[config.mk]
export PLATFORM = sky130hd
export DESIGN_NAME = pte_gen
export DESIGN_NICKNAME = d
export VERILOG_FILES = /design/src/rtl/pte_gen_pkg.sv /design/src/rtl/pte_gen_ctrl.sv /design/src/rtl/pte_gen_acc.sv /design/src/rtl/pte_gen_addr.sv /design/src/rtl/pte_gen.sv
export SDC_FILE = /design/constraint.sdc
export NUM_CORES = 1
export LEC_CHECK = 0
export BUFFER_PORTS_ARGS = -buffer_cell sky130_fd_sc_hd__buf_2
export CAP_MARGIN = 30
export CORE_MARGIN = 2
export CORE_UTILIZATION = 59
export DETAILED_ROUTE_END_ITERATION = 10
export PLACE_DENSITY_LB_ADDON = 0.08
export SKIP_CTS_REPAIR_TIMING = 1
export SYNTH_ARGS = -nofsm -noshare
export SYNTH_HDL_FRONTEND = slang
export SYNTH_SLANG_ARGS = --single-unit
[constraint.sdc]
create_clock -name clk_i -period 6.76 [get_ports clk_i]
set_clock_uncertainty 0.15 [all_clocks]
set_input_delay 0.338 -clock clk_i [delete_from_list [all_inputs] [get_ports clk_i]]
set_output_delay 0.338 -clock clk_i [all_outputs]
set_load 0.01 [all_outputs]
[src/rtl/pte_gen_pkg.sv]
package pte_gen_pkg;
  localparam int unsigned ENTRY_W     = 64;
  localparam int unsigned ENTRY_BYTES = ENTRY_W / 8;

  typedef enum logic [1:0] {
    ST_IDLE = 2'd0,
    ST_RUN  = 2'd1,
    ST_DONE = 2'd2
  } pte_state_e;
endpackage

[src/rtl/pte_gen_ctrl.sv]
module pte_gen_ctrl
  import pte_gen_pkg::*;
#(
  parameter int unsigned CNT_W = 14
) (
  input  logic             clk_i,
  input  logic             rst_ni,
  input  logic             start_i,
  input  logic             beat_i,
  input  logic [CNT_W-1:0] count_i,
  output logic             load_o,
  output logic             run_o,
  output logic             busy_o,
  output logic             done_o
);
  pte_state_e       state_q, state_d;
  logic [CNT_W-1:0] left_q, left_d;
  logic             last_beat;

  assign load_o    = (state_q == ST_IDLE) && start_i;
  assign run_o     = (state_q == ST_RUN);
  assign busy_o    = (state_q != ST_IDLE);
  assign done_o    = (state_q == ST_DONE);
  assign last_beat = beat_i && (left_q == '0);

  always_comb begin
    state_d = state_q;
    left_d  = left_q;
    unique case (state_q)
      ST_IDLE: if (start_i) begin
        state_d = ST_RUN;
        left_d  = count_i;
      end
      ST_RUN: if (last_beat) begin
        state_d = ST_DONE;
      end else if (beat_i) begin
        left_d = left_q - 1'b1;
      end
      ST_DONE: state_d = ST_IDLE;
      default: state_d = ST_IDLE;
    endcase
  end

  always_ff @(posedge clk_i or negedge rst_ni) begin
    if (!rst_ni) begin
      state_q <= ST_IDLE;
      left_q  <= '0;
    end else begin
      state_q <= state_d;
      left_q  <= left_d;
    end
  end
endmodule

[src/rtl/pte_gen_acc.sv]
module pte_gen_acc
  import pte_gen_pkg::*;
(
  input  logic               clk_i,
  input  logic               rst_ni,
  input  logic               load_i,
  input  logic               step_i,
  input  logic [ENTRY_W-1:0] init_i,
  input  logic [ENTRY_W-1:0] incr_i,
  input  logic [ENTRY_W-1:0] mask_i,
  output logic [ENTRY_W-1:0] entry_o
);
  logic [ENTRY_W-1:0] acc_q, incr_q, mask_q;

  always_ff @(posedge clk_i or negedge rst_ni) begin
    if (!rst_ni) begin
      acc_q  <= '0;
      incr_q <= '0;
      mask_q <= '0;
    end else if (load_i) begin
      acc_q  <= init_i;
      incr_q <= incr_i;
      mask_q <= mask_i;
    end else if (step_i) begin
      acc_q <= acc_q + incr_q;  // wraps mod 2^64
    end
  end

  assign entry_o = acc_q | mask_q;
endmodule

[src/rtl/pte_gen_addr.sv]
module pte_gen_addr #(
  parameter int unsigned ADDR_W = 48,
  parameter int unsigned STEP   = 8
) (
  input  logic              clk_i,
  input  logic              rst_ni,
  input  logic              load_i,
  input  logic              step_i,
  input  logic [ADDR_W-1:0] base_i,
  output logic [ADDR_W-1:0] addr_o
);
  localparam logic [ADDR_W-1:0] StepVal = ADDR_W'(STEP);
  logic [ADDR_W-1:0] addr_q;

  always_ff @(posedge clk_i or negedge rst_ni) begin
    if (!rst_ni)      addr_q <= '0;
    else if (load_i)  addr_q <= base_i;
    else if (step_i)  addr_q <= addr_q + StepVal;
  end

  assign addr_o = addr_q;
endmodule

[src/rtl/pte_gen.sv]
module pte_gen
  import pte_gen_pkg::*;
#(
  parameter int unsigned ADDR_W = 48,
  parameter int unsigned CNT_W  = 14
) (
  input  logic               clk_i,
  input  logic               rst_ni,
  input  logic               start_i,
  input  logic [ADDR_W-1:0]  dest_i,
  input  logic [ENTRY_W-1:0] init_i,
  input  logic [ENTRY_W-1:0] incr_i,
  input  logic [ENTRY_W-1:0] mask_i,
  input  logic [CNT_W-1:0]   count_i,
  output logic               busy_o,
  output logic               wr_valid_o,
  input  logic               wr_ready_i,
  output logic [ADDR_W-1:0]  wr_addr_o,
  output logic [ENTRY_W-1:0] wr_data_o,
  output logic               done_o
);
  logic load, run, beat;

  assign wr_valid_o = run;
  assign beat       = run && wr_ready_i;

  pte_gen_ctrl #(.CNT_W(CNT_W)) u_ctrl (
    .clk_i   (clk_i),
    .rst_ni  (rst_ni),
    .start_i (start_i),
    .beat_i  (beat),
    .count_i (count_i),
    .load_o  (load),
    .run_o   (run),
    .busy_o  (busy_o),
    .done_o  (done_o)
  );

  pte_gen_acc u_acc (
    .clk_i   (clk_i),
    .rst_ni  (rst_ni),
    .load_i  (load),
    .step_i  (beat),
    .init_i  (init_i),
    .incr_i  (incr_i),
    .mask_i  (mask_i),
    .entry_o (wr_data_o)
  );

  pte_gen_addr #(.ADDR_W(ADDR_W), .STEP(ENTRY_BYTES)) u_addr (
    .clk_i  (clk_i),
    .rst_ni (rst_ni),
    .load_i (load),
    .step_i (beat),
    .base_i (dest_i),
    .addr_o (wr_addr_o)
  );
endmodule

## Word-level counts from Yosys, hierarchy flattened

Index checks and enable logic that the tools add are counted.

- Bits in registers: 256
- Input port bits: 258
- Output and inout bits: 115
- Word-level logic and storage cells: 37

- Add/subtract/negate cells: 3
- Reduce and logical (&&, ||, !) cells: 10
- Equality and inequality tests: 6
- Bitwise logic cells: 1
- Multiplexer cells: 11

Operators by type and width:

| kind | number |
|---|---|
| $mux W64 | 2 |
| $mux W48 | 2 |
| $add A64 B64 Y64 | 1 |
| $or A64 B64 Y64 | 1 |
| $add A48 B4 Y48 const B | 1 |
| $mux W14 | 3 |
| $pmux W14 S2 | 1 |
| $logic_not A14 Y1 | 1 |
| $sub A14 B1 Y14 const B | 1 |
| $reduce_bool A2 Y1 | 3 |
| $mux W2 | 2 |
| $ne A2 B1 Y1 const B | 2 |
| $ne A2 B2 Y1 const B | 2 |
| $pmux W2 S2 | 1 |
| $reduce_and A4 Y1 | 1 |
| $logic_and A1 B1 Y1 | 3 |
| $eq A2 B1 Y1 const B | 1 |
| $eq A2 B2 Y1 const B | 1 |
| $logic_not A2 Y1 | 1 |
| $reduce_and A2 Y1 | 1 |

## Logic depth before layout (Yosys ltp)

- Depth after elaboration: 5
- Mapped depth: 13
- Depth with buffers taken out: 13

## Cells and area by module

From an unflattened synthesis, not the netlist that was laid out.

- Cell total of the unflattened synthesis: 1,619
- Area, all modules: 15,869.0 um^2

By module, submodules not included:

| module | cells an instance | area an instance (um^2) | sequential area each (um^2) | instances |
|---|---|---|---|---|
| pte_gen_acc | 1,161 | 11,771.3 | 4,804.6 | 1 |
| pte_gen_addr | 338 | 2,996.6 | 1,201.2 | 1 |
| pte_gen_ctrl | 119 | 1,094.8 | 400.4 | 1 |
| pte_gen | 1 | 6.3 | 0.0 | 1 |

## Worst setup path before layout

OpenSTA, ideal clock, no wires.

- Path kind: reg-to-reg
- Start: register u_acc.incr_q[0]
- End: register u_acc.acc_q[58]
- Arrival: 3,179 ps
- Path slack: 3,301 ps
- Data required time: 6,480 ps
- Cell stages (with the launch flop): 14
- Clock period less this slack: 3,459 ps
- Cell sequence: dfrtp_1 -> ha_1 -> fa_1 -> a211oi_2 -> nor2_1 -> o311a_1 -> o2111ai_2 -> o211ai_2 -> nor4bb_1 -> or3_1 -> a41o_1 -> o31a_1 -> xnor2_1 -> o21ai_1

- Word-level cells in the longest chain between the ends: 3

Ends and longest elaborated chain:

| element | RTL line | source |
|---|---|---|
| start: declaration | pte_gen_acc.sv:13 | `logic [ENTRY_W-1:0] acc_q, incr_q, mask_q;` |
| start signal: assignment | pte_gen_acc.sv:22 | `incr_q <= incr_i;` |
| $add A64 B64 Y64 | pte_gen_acc.sv:25 | `acc_q <= acc_q + incr_q;` |
| $mux W64 | pte_gen_acc.sv:24 | `end else if (step_i) begin` |
| $mux W64 | pte_gen_acc.sv:20 | `end else if (load_i) begin` |
| end signal: assignment | pte_gen_acc.sv:21 | `acc_q <= init_i;` |
| end signal: assignment | pte_gen_acc.sv:25 |  |
| end: declaration | pte_gen_acc.sv:13 |  |

Every way passes these cells. The select of a mux whose other input is x is not followed.
A chain may end at the register's enable or synchronous reset.

## Worst setup path in the final report

- Start: register u_acc.acc_q[7]
- End: register u_acc.acc_q[63]

- Word-level cells in the longest chain between the ends: 3

Ends and longest elaborated chain:

| element | RTL line |
|---|---|
| $add A64 B64 Y64 | pte_gen_acc.sv:25 |
| $mux W64 | pte_gen_acc.sv:24 |
| $mux W64 | pte_gen_acc.sv:20 |

Every way passes these cells. The select of a mux whose other input is x is not followed.

==> run_results.csv <==
group,metric,value,unit
worst_hold_path,min_path_cells,3,
synth,seq_area_frac_synth,0.431,
sta,setup_tns,0,ns
clocking,clk_latency,0.57,ns
clocking,numCtsBuffers,29,
route,drc,0,
route,wl_per_cell,18.2,um
route,via_per_inst,5.77,
critical_path,crit_fanout,5,
sta,slew_viol_final,0,
clocking,clock-sinks,256,
critical_path,endpoint,"u_acc.acc_q[63]",
global_routing,track_usage,0.312,
clocking,cts_tree,"yes",
route,drt_iter0_markers,1573,
critical_path,reg2reg_depth,12,
synth,synth_top_area_cell,"dfrtp_1",
place,place_congestion,0.895,
finish,layout_commonest_cell,"nand2_1",
pwr,ir_drop,0.288,mV
sta,rsz0062_at_grt,"false",
global_routing,grt_pass1_wl,67200,um
synth,ys.flop_type,"dfrtp_1",
global_routing,grt_pass1_vias,13547,
sta,worst_pin_slew,1.09,ns
synth,synthDistinctLibCells,66,
critical_path,r2r_setup_slack,2.92,ns
floorplan,die_area,26500,um^2
sta,period_share,0.569,
floorplan,coreArea,25000,um^2
synth,syn_area_per_cell,8.12,um^2
synth,yosysWarnings,0,
finish,layout_common_cells,"nand2_1 (549), buf_2 (371), dfrtp_1 (256), dlygate4sd3_1 (247), a21oi_1 (125)",
critical_path,r2r-start,"u_acc.acc_q[7]",
critical_path,path_class,"reg -> reg",
floorplan,die_h,163,um
route,vias,15879,
route,wl_met2,24000,um
finish,area_growth,36.9,%
synth,synth_cells,1833,
route,wirelength,50100,um
sta,hold_violations,3,
route,wl_met1,20100,um
sta,fmax,260,MHz
finish,nNetsFinal,2721,
synth,synth_edf_count,0,
pwr,p_per_area,482,nW/um^2
critical_path,crit_path_start,"u_acc.acc_q[7]",
outcome,status,"finished with violations",
finish,drive_gt1_frac,0.216,
outcome,violations,"negative hold slack",
floorplan,start_util,0.596,
floorplan,rows,58,
clocking,cts_root_buf,"clkbuf_16",
worst_hold_path,hold_class,"in -> reg",
critical_path,crit_required,7.08,ns
floorplan,pin_count,373,
sta,whs,-0.0600,ns
critical_path,cp_data_arrival_time,4.17,ns
synth,yosys-top-cells-area,"dfrtp_1 (43%), nand2_1 (14%), ha_1 (5.5%)",
route,ant_nets,0,
clocking,cts.clk_slew.worst_paths,0.06,ns
pwr,p_leak,9.98,nW
place,port_buffers,372,
sta,period_minus_slack,3.84,ns
route,routed.top_layer,"met4",
clocking,cts.htree.levels,1,
global_routing,grt_overflow,0,
synth,synth_async_sr_flop_share,1.00,
route,dr.pass1.iters,5,
synth,ys_ff_latch,256,
critical_path,start_kind,"register",
global_routing,grt_max_degree,188,
place,place_hpwl,30100,um
clocking,cts_buffer_depth,3,
critical_path,r2r-end,"u_acc.acc_q[63]",
synth,synth_top_cell_area_share,0.431,
synth,syn-num-nets,2157,
critical_path,crit_path_end_kind,"register",
synth,mappedNetlistArea,14900,um^2
route,met3_length,3940,um
floorplan,die_x,163,um
pwr,finalPower,9.82,mW
flow_run,max-cap-violations,0,
sta,setup_viol_count_final,0,
sta,max_slew_margin,0.272,
global_routing,grt_antenna_before_repair,1,
[cell type report]
| cell class | count | area, um^2 |
|---|---|---|
| clock inverters | 14 | 133 |
| clock buffers | 39 | 853 |
| multi-input cells | 1454 | 8030 |
| inverters | 29 | 109 |
| flip-flops and latches | 256 | 6410 |
| fillers | 1569 | 4600 |
| diodes | 3 | 7.51 |
| well taps | 330 | 413 |
| repair buffers | 627 | 4420 |
[logic make-up (layout without fill, tap and decap cells)]
kind of cell / Yosys count / in the layout / share of synthesized area
compound gates: 408 / 408 / 0.171
xor+xnor: 97 / 97 / 0.0571
fa+ha+maj: 66 / 66 / 0.0560
buf+inv: 123 / 709 / 0.0317
flops: 256 / 256 / 0.431
other cells: 0 / 3 / 0
simple gates: 883 / 883 / 0.254
[cell usage after synthesis (7+ instances only)]
master,instances
dfrtp_1,256
nand2b_1,11
nor2_1,125
a21oi_1,126
a21o_1,27
nand2_1,551
ha_1,65
or2_2,70
nand4_1,26
a22oi_1,16
nor3_1,23
o21ai_0,99
nand3_1,33
o21ai_1,17
xor2_1,54
inv_1,29
nor2b_1,7
and2_1,8
a211oi_1,9
o22ai_1,13
and3_1,13
a31oi_1,28
clkbuf_1,86
xnor2_1,43
o21bai_1,13
[critical path: stages, from the launching register on]
cell and delay, ns:
dfrtp_1 0.41, ha_1 0.34, a21oi_1 0.19, a21oi_1 0.08
nor3_1 0.57, o211ai_1 0.24, a31oi_1 0.51, o31ai_2 0.20
a221oi_1 0.37, a31oi_1 0.16, xor2_1 0.19, a211oi_1 0.09
a311oi_1 0.27
[flip-flops by register name (all words and copies together) (netlist names)]
name / cells
u_acc.acc_q: 64
u_acc.incr_q: 64
u_acc.mask_q: 64
u_addr.addr_o: 48
u_ctrl.left_q: 14
u_ctrl.state_q: 2
[stage by stage]
stage               setup slack [ns]  area (um^2)  instances   util
floorplan                       3.30        14900       1833      -
global placement                3.04        16900       2449  0.677
detailed placement              2.99        16900       2449  0.677
CTS                             3.00        17900       2502  0.716
global route                    2.82        20400       2750  0.816
finish                          2.92        20400       2752  0.816
[power breakdown]
group          switching [mW]  internal (mW)
logic                    3.08           2.25
registers               0.601           2.26
clock network           0.667          0.958
[routing by layer]
metal | vias up | GRT usage
met5 | - | 0
met4 | 0 | 0.0994
met3 | 169 | 0.0527
met2 | 821 | 0.499
met1 | 7540 | 0.435
li1 | 7349 | -
[worst min path at each step]
stage	end	startpoint	slack, ns
2_1_floorplan	u_acc.acc_q[0]	rst_ni	-0.11
3_3_place_gp	u_addr.addr_o[0]	rst_ni	0.16
3_5_place_dp	u_addr.addr_o[0]	rst_ni	0.17
4_1_cts	u_addr.addr_o[0]	rst_ni	-0.41
5_1_grt	u_acc.acc_q[10]	init_i[10]	0.01
6_report	u_ctrl.left_q[11]	count_i[11]	-0.06
(Power assumes the default switching activity.)
